File: src/rtl/fence_gate_pkg.sv
package fence_gate_pkg;

  localparam int unsigned OP_W = 3;

  localparam logic [OP_W-1:0] OP_LOAD        = 3'd0;
  localparam logic [OP_W-1:0] OP_STORE       = 3'd1;
  localparam logic [OP_W-1:0] OP_FULL_FENCE  = 3'd2;
  localparam logic [OP_W-1:0] OP_STORE_FENCE = 3'd3;
  localparam logic [OP_W-1:0] OP_LOAD_FENCE  = 3'd4;

  // Outstanding-count slots
  localparam int unsigned NUM_CTR  = 3;
  localparam int unsigned CTR_LD   = 0;
  localparam int unsigned CTR_SLOC = 1;
  localparam int unsigned CTR_SVIS = 2;

  typedef struct packed {
    logic is_load;
    logic is_store;
    logic is_full;
    logic is_sfence;
    logic is_lfence;
  } op_dec_t;

  function automatic op_dec_t decode_op(logic [OP_W-1:0] code);
    op_dec_t d;
    d.is_load   = (code == OP_LOAD);
    d.is_store  = (code == OP_STORE);
    d.is_full   = (code == OP_FULL_FENCE);
    d.is_sfence = (code == OP_STORE_FENCE);
    d.is_lfence = (code == OP_LOAD_FENCE);
    return d;
  endfunction

endpackage

File: src/rtl/fg_rst_sync.sv
module fg_rst_sync #(
  parameter int unsigned STAGES = 2
) (
  input  logic clk,
  input  logic rst_async_n,
  output logic rst_sync_n
);

  logic [STAGES-1:0] sync_q;

  always_ff @(posedge clk or negedge rst_async_n) begin
    if (!rst_async_n) begin
      sync_q <= '0;
    end else begin
      sync_q <= {sync_q[STAGES-2:0], 1'b1};
    end
  end

  assign rst_sync_n = sync_q[STAGES-1];

endmodule

File: src/rtl/fg_pend_ctr.sv
module fg_pend_ctr #(
  parameter int unsigned W = 8
) (
  input  logic         clk,
  input  logic         rst_n,
  input  logic         inc_i,
  input  logic         dec_i,
  output logic [W-1:0] count_o,
  output logic         at_max_o,
  output logic         drains_o
);

  localparam logic [W-1:0] CNT_MAX = '1;
  localparam logic [W-1:0] CNT_ONE = W'(1);

  logic [W-1:0] cnt_q;
  logic [W-1:0] cnt_d;
  logic         dec_ok;
  logic         cnt_en;

  // Next-state: a pulse against an empty count is dropped; the count holds at its limit
  always_comb begin
    dec_ok = dec_i && (cnt_q != '0);
    cnt_d  = cnt_q;
    cnt_en = 1'b0;
    if (inc_i && !dec_ok) begin
      if (cnt_q != CNT_MAX) begin
        cnt_d  = cnt_q + CNT_ONE;
        cnt_en = 1'b1;
      end
    end else if (dec_ok && !inc_i) begin
      cnt_d  = cnt_q - CNT_ONE;
      cnt_en = 1'b1;
    end
  end

  always_ff @(posedge clk or negedge rst_n) begin
    if (!rst_n) begin
      cnt_q <= '0;
    end else if (cnt_en) begin
      cnt_q <= cnt_d;
    end
  end

  assign count_o  = cnt_q;
  assign at_max_o = (cnt_q == CNT_MAX);
  // Empty now, or emptied by the pulse arriving this cycle
  assign drains_o = (cnt_q == '0) || ((cnt_q == CNT_ONE) && dec_i);

endmodule

File: src/rtl/fg_order_ctrl.sv
module fg_order_ctrl
  import fence_gate_pkg::*;
(
  input  logic            clk,
  input  logic            rst_n,
  input  logic            op_valid_i,
  input  logic [OP_W-1:0] op_code_i,
  input  logic            ld_drain_i,
  input  logic            sloc_drain_i,
  input  logic            svis_drain_i,
  input  logic            ld_full_i,
  input  logic            sloc_full_i,
  input  logic            svis_full_i,
  output logic            op_ready_o,
  output logic            ld_issue_o,
  output logic            st_issue_o,
  output logic            retire_o,
  output logic [OP_W-1:0] retire_kind_o,
  output logic            sf_pend_o
);

  op_dec_t dec;
  logic    sf_pend_q;
  logic    sf_pend_d;
  logic    sf_pend_en;
  logic    full_ok;
  logic    lfence_ok;
  logic    ready;
  logic    head_fire;
  logic    slot_retire;
  logic    head_retire;

  always_comb begin
    dec       = decode_op(op_code_i);
    full_ok   = ld_drain_i && sloc_drain_i && svis_drain_i;
    lfence_ok = ld_drain_i && sloc_drain_i;

    ready = 1'b1;
    if (dec.is_load) begin
      ready = !ld_full_i;
    end else if (dec.is_store) begin
      ready = !sf_pend_q && !sloc_full_i && !svis_full_i;
    end else if (dec.is_full) begin
      ready = !sf_pend_q && full_ok;
    end else if (dec.is_sfence) begin
      ready = !sf_pend_q;
    end else if (dec.is_lfence) begin
      ready = !sf_pend_q && lfence_ok;
    end

    head_fire   = op_valid_i && ready;
    slot_retire = sf_pend_q && svis_drain_i;
    head_retire = head_fire &&
                  (dec.is_full || dec.is_lfence || (dec.is_sfence && svis_drain_i));

    sf_pend_d  = sf_pend_q;
    sf_pend_en = 1'b0;
    if (slot_retire) begin
      sf_pend_d  = 1'b0;
      sf_pend_en = 1'b1;
    end else if (head_fire && dec.is_sfence && !svis_drain_i) begin
      sf_pend_d  = 1'b1;
      sf_pend_en = 1'b1;
    end
  end

  always_ff @(posedge clk or negedge rst_n) begin
    if (!rst_n) begin
      sf_pend_q <= 1'b0;
    end else if (sf_pend_en) begin
      sf_pend_q <= sf_pend_d;
    end
  end

  assign op_ready_o    = ready;
  assign ld_issue_o    = head_fire && dec.is_load;
  assign st_issue_o    = head_fire && dec.is_store;
  assign retire_o      = slot_retire || head_retire;
  assign retire_kind_o = slot_retire ? OP_STORE_FENCE :
                         (head_retire ? op_code_i : '0);
  assign sf_pend_o     = sf_pend_q;

endmodule

File: src/rtl/mem_fence_gate.sv
module mem_fence_gate
  import fence_gate_pkg::*;
#(
  parameter int unsigned CTR_W       = 8,
  parameter int unsigned SYNC_STAGES = 2
) (
  input  logic            clk,
  input  logic            rst_n,
  input  logic            op_valid,
  input  logic [OP_W-1:0] op_type,
  output logic            op_ready,
  output logic            mem_ld_issue,
  output logic            mem_st_issue,
  input  logic            ld_data_done,
  input  logic            st_local_done,
  input  logic            st_global_vis,
  output logic            fence_retire,
  output logic [OP_W-1:0] fence_retire_kind
);

  logic               rst_sync_n;
  logic [NUM_CTR-1:0] ctr_inc;
  logic [NUM_CTR-1:0] ctr_dec;
  logic [NUM_CTR-1:0] ctr_full;
  logic [NUM_CTR-1:0] ctr_drain;
  logic [CTR_W-1:0]   ctr_cnt [NUM_CTR];
  logic [CTR_W-1:0]   ld_cnt_w;
  logic [CTR_W-1:0]   sloc_cnt_w;
  logic [CTR_W-1:0]   svis_cnt_w;
  logic               sf_pend_w;

  fg_rst_sync #(.STAGES(SYNC_STAGES)) u_rst_sync (
    .clk         (clk),
    .rst_async_n (rst_n),
    .rst_sync_n  (rst_sync_n)
  );

  assign ctr_inc[CTR_LD]   = mem_ld_issue;
  assign ctr_inc[CTR_SLOC] = mem_st_issue;
  assign ctr_inc[CTR_SVIS] = mem_st_issue;
  assign ctr_dec[CTR_LD]   = ld_data_done;
  assign ctr_dec[CTR_SLOC] = st_local_done;
  assign ctr_dec[CTR_SVIS] = st_global_vis;

  for (genvar g = 0; g < NUM_CTR; g++) begin : g_ctr
    fg_pend_ctr #(.W(CTR_W)) u_ctr (
      .clk      (clk),
      .rst_n    (rst_sync_n),
      .inc_i    (ctr_inc[g]),
      .dec_i    (ctr_dec[g]),
      .count_o  (ctr_cnt[g]),
      .at_max_o (ctr_full[g]),
      .drains_o (ctr_drain[g])
    );
  end

  fg_order_ctrl u_ctrl (
    .clk           (clk),
    .rst_n         (rst_sync_n),
    .op_valid_i    (op_valid),
    .op_code_i     (op_type),
    .ld_drain_i    (ctr_drain[CTR_LD]),
    .sloc_drain_i  (ctr_drain[CTR_SLOC]),
    .svis_drain_i  (ctr_drain[CTR_SVIS]),
    .ld_full_i     (ctr_full[CTR_LD]),
    .sloc_full_i   (ctr_full[CTR_SLOC]),
    .svis_full_i   (ctr_full[CTR_SVIS]),
    .op_ready_o    (op_ready),
    .ld_issue_o    (mem_ld_issue),
    .st_issue_o    (mem_st_issue),
    .retire_o      (fence_retire),
    .retire_kind_o (fence_retire_kind),
    .sf_pend_o     (sf_pend_w)
  );

  assign ld_cnt_w   = ctr_cnt[CTR_LD];
  assign sloc_cnt_w = ctr_cnt[CTR_SLOC];
  assign svis_cnt_w = ctr_cnt[CTR_SVIS];

endmodule

File: config.mk
export PLATFORM = sky130hd
export DESIGN_NAME = mem_fence_gate
export DESIGN_NICKNAME = d
export VERILOG_FILES = /design/src/rtl/fence_gate_pkg.sv /design/src/rtl/fg_rst_sync.sv /design/src/rtl/fg_pend_ctr.sv /design/src/rtl/fg_order_ctrl.sv /design/src/rtl/mem_fence_gate.sv
export SDC_FILE = /design/constraint.sdc
export NUM_CORES = 1
export LEC_CHECK = 0
export BUFFER_PORTS_ARGS = -buffer_cell sky130_fd_sc_hd__buf_4
export CAP_MARGIN = 5
export CORE_ASPECT_RATIO = 1.25
export CORE_UTILIZATION = 35
export CTS_CLUSTER_SIZE = 28
export DETAILED_ROUTE_END_ITERATION = 16
export SETUP_SLACK_MARGIN = 0.5
export SYNTH_ARGS = -nofsm -noshare
export SYNTH_HDL_FRONTEND = slang
export SYNTH_HIERARCHICAL = 1
export SYNTH_SLANG_ARGS = --single-unit
export TNS_END_PERCENT = 1
File: constraint.sdc
create_clock -name clk -period 3.35 [get_ports clk]
set_input_delay 0.1675 -clock clk [delete_from_list [all_inputs] [get_ports clk]]
set_output_delay 0.1675 -clock clk [all_outputs]
set_load 0.02 [all_outputs]
==> impl_metrics.csv <==
group,metric,value,unit
clock_tree,cts_made_buffers,3,
die,rows,31,
worst_setup_path,r2r-start,"g_ctr[2].u_ctr/count_o[3]",
sta,tightestPinTransition,1070,ps
route,vias_per_cell,5.66,
yosys,syn_inst,233,
cells_and_area,finalNetCount,275,
die,core_area,5820,um2
power_and_ir_drop,p_leak,0.00102,uW
clock_tree,cts_max_level,1,
power_and_ir_drop,ir_drop,395,uV
yosys,synth.distinct_cells,56,
power_and_ir_drop,p_per_area,708,nW/um2
cells_and_area,final_cell_mix,"25 x buf_4, 24 x dfrtp_1, 17 x nor2_1",
clock_tree,cts_num_sinks,27,
die,die_h,89.3,um
clock_tree,clk_pin_slew_worst_paths,100,ps
worst_setup_path,crit_type,"reg2reg",
worst_setup_path,critPathArrivalTime,3010,ps
run_status,status,"finished, final reports clean",
global_routing,grt_pass1_wl,7520,um
cells_and_area,n_fill_cell,598,
placement,dp_hpwl,3300,um
sta,fin_crit_sh,0.836,
yosys,seq_area_frac_synth,0.317,
global_routing,grt_overflow,0,
job,maxCapViolations,0,
worst_setup_path,r2r_end,"g_ctr[2].u_ctr/count_o[7]",
cells_and_area,layout_commonest_cell,"buf_4",
yosys,synth_edf_count,0,
global_routing,antenna_found_initial,0,
worst_setup_path,reg2reg_depth,9,
placement,port_buffers,15,
die,die_x,71.8,um
yosys,syn_avg_cell_area,9.15,um2
yosys,synth_nets,254,
yosys,ys_ff_latch,27,
worst_setup_path,critPathCaptureType,"flop",
route,drtAntennaViolNets,0,
route,drt_iter0_markers,45,
worst_setup_path,cp.required,3560,ps
route,wl_per_cell,14.3,um
min_path,worstHoldPathType,"in2async",
clock_tree,cts_tree,"done",
die,dieArea,6410,um2
sta,fmax,357,MHz
clock_tree,cts-root-buf,"clkbuf_8",
yosys,async_flop_share,1.00,
clock_tree,clk_latency,270,ps
sta,finalHoldViolations,0,
cells_and_area,area_growth_syn_to_layout,14.4,%
route,firstDrtPassIters,5,
clock_tree,clockBufferDepth,2,
cells_and_area,antenna_cells,0,
route,routed_wl,4560,um
yosys,synth_area,2130,um2
sta,slew_headroom,0.285,
cells_and_area,final_area,2440,um2
placement,placed_area,2270,um2
sta,setup_violations,0,
yosys,ys.flop_type,"dfrtp_1",
route,drcViolationCount,0,
cells_and_area,drive_above_1_share,0.253,
global_routing,grt_max_degree,26,
global_routing,grt_pass1_vias,1672,
worst_setup_path,r2r_slack,550,ps
cells_and_area,final_util,0.419,
sta,tns,0,ps
sta,slew_viol_final,0,
die,initial_core_util,0.366,
global_routing,gr-usage-all-layers,0.148,
worst_setup_path,crit_path_max_fanout,8,
route,vias,1805,
worst_setup_path,startpoint_type,"flop",
sta,clock_skew,2.50,ps
die,ios,16,
sta,layout_min_cycle_time,2800,ps
placement,dp.cells,305,
cells_and_area,finalNonFillerCells,319,
yosys,ys_warn_count,6,
sta,rsz0062_at_grt,"yes",
placement,place_congestion,0.862,
[power by group]
group	leakage (uW)	total [uW]	switching [uW]	internal [uW]
registers	0.000318	757	273	485
logic	0.000679	776	393	383
clock network	0.0000217	194	109	84.5
[stage by stage]
| step | total power (uW) | hold slack, ps | setup WS, ps |
|---|---|---|---|
| 6_report | 1730 | 197 | 549 |
| 3_5_place_dp | 1440 | -46.8 | 239 |
| 3_3_place_gp | 1440 | -49.8 | 315 |
| 4_1_cts | 1660 | 184 | 479 |
| 5_1_grt | 1880 | 195 | 399 |
| 2_1_floorplan | 1310 | -128 | 453 |
[worst max-delay path, cell delays in order, from the launching register on]
cell	delay [ps]
dfrtp_2	470
or4_4	580
nor4_4	310
or4b_1	190
o21ai_1	100
a211oi_4	270
o21ai_1	140
and2b_2	320
a32o_1	200
xor2_1	140
[Yosys cell counts (5+ instances only)]
master / number / area share
nor2b_1: 5 / 0.015
a21oi_1: 12 / 0.028
inv_1: 16 / 0.028
nand3_1: 10 / 0.023
buf_6: 6 / 0.032
xor2_1: 8 / 0.033
dfrtp_1: 27 / 0.32
ha_1: 12 / 0.070
nor2_1: 17 / 0.030
xnor2_1: 14 / 0.058
nand2_1: 10 / 0.018
nor3_1: 5 / 0.012
[final cells by class]
type / count / area (um2) / area share
multi-input cells: 180 / 1370 / 0.562
flip-flops and latches: 27 / 679 / 0.279
repair buffers: 26 / 198 / 0.0811
well taps: 66 / 82.6 / 0.0339
inverters: 16 / 60.1 / 0.0246
clock buffers: 3 / 41.3 / 0.0169
clock inverters: 1 / 7.51 / 0.00308
[cells by family after synthesis]
family	Yosys count	synth area share
AO/OA/AOI/OAI	50	0.168
other	1	0.00176
multiplexers	2	0.00939
XOR/XNOR	22	0.0904
AND/OR/NAND/NOR	93	0.271
buffers and inverters	26	0.0716
flip-flops	27	0.317
adder cells (fa/ha/maj)	12	0.0704
[per-layer routing]
layer | global-route usage | vias to the layer above | wire length [um] | share of wire
met4 | 0.0677 | 0 | 72 | 0.016
met2 | 0.278 | 25 | 2400 | 0.53
met3 | 0.0203 | 6 | 141 | 0.031
met5 | 0 | - | 0 | 0
li1 | - | 880 | - | -
met1 | 0.167 | 894 | 1940 | 0.43
[worst max-delay path by stage]
| stage | start | to | slack, ps | cells past startpoint |
|---|---|---|---|---|
| after global placement | g_ctr[2].u_ctr/count_o[2] | g_ctr[1].u_ctr/count_o[5] | 310 | 9 |
| after detailed placement | g_ctr[2].u_ctr/count_o[2] | g_ctr[2].u_ctr/count_o[7] | 240 | 9 |
| after global routing | g_ctr[2].u_ctr/count_o[3] | g_ctr[1].u_ctr/count_o[4] | 400 | 11 |
| final | g_ctr[2].u_ctr/count_o[3] | g_ctr[2].u_ctr/count_o[7] | 550 | 9 |
| after floorplan | g_ctr[2].u_ctr/count_o[2] | g_ctr[2].u_ctr/count_o[7] | 450 | 11 |
| after CTS | g_ctr[2].u_ctr/count_o[2] | g_ctr[1].u_ctr/count_o[7] | 480 | 9 |
[state kept, by name, indices dropped and copies added (netlist names)]
| register | cells |
|---|---|
| u_rst_sync/sync_q | 2 |
| u_ctrl/sf_pend_o | 1 |
| g_ctr.u_ctr/count_o | 24 |
[timing repair]
item,4_1_cts,5_1_grt
cloned,0,0
setup endpoints to repair,16,16
hold buffers,1,0
endpoints found under the hold margin,2,0
setup buffers,2,7
resized for setup,5,6
pin swaps,1,2
No activity file was read; power rests on OpenSTA's default activity.
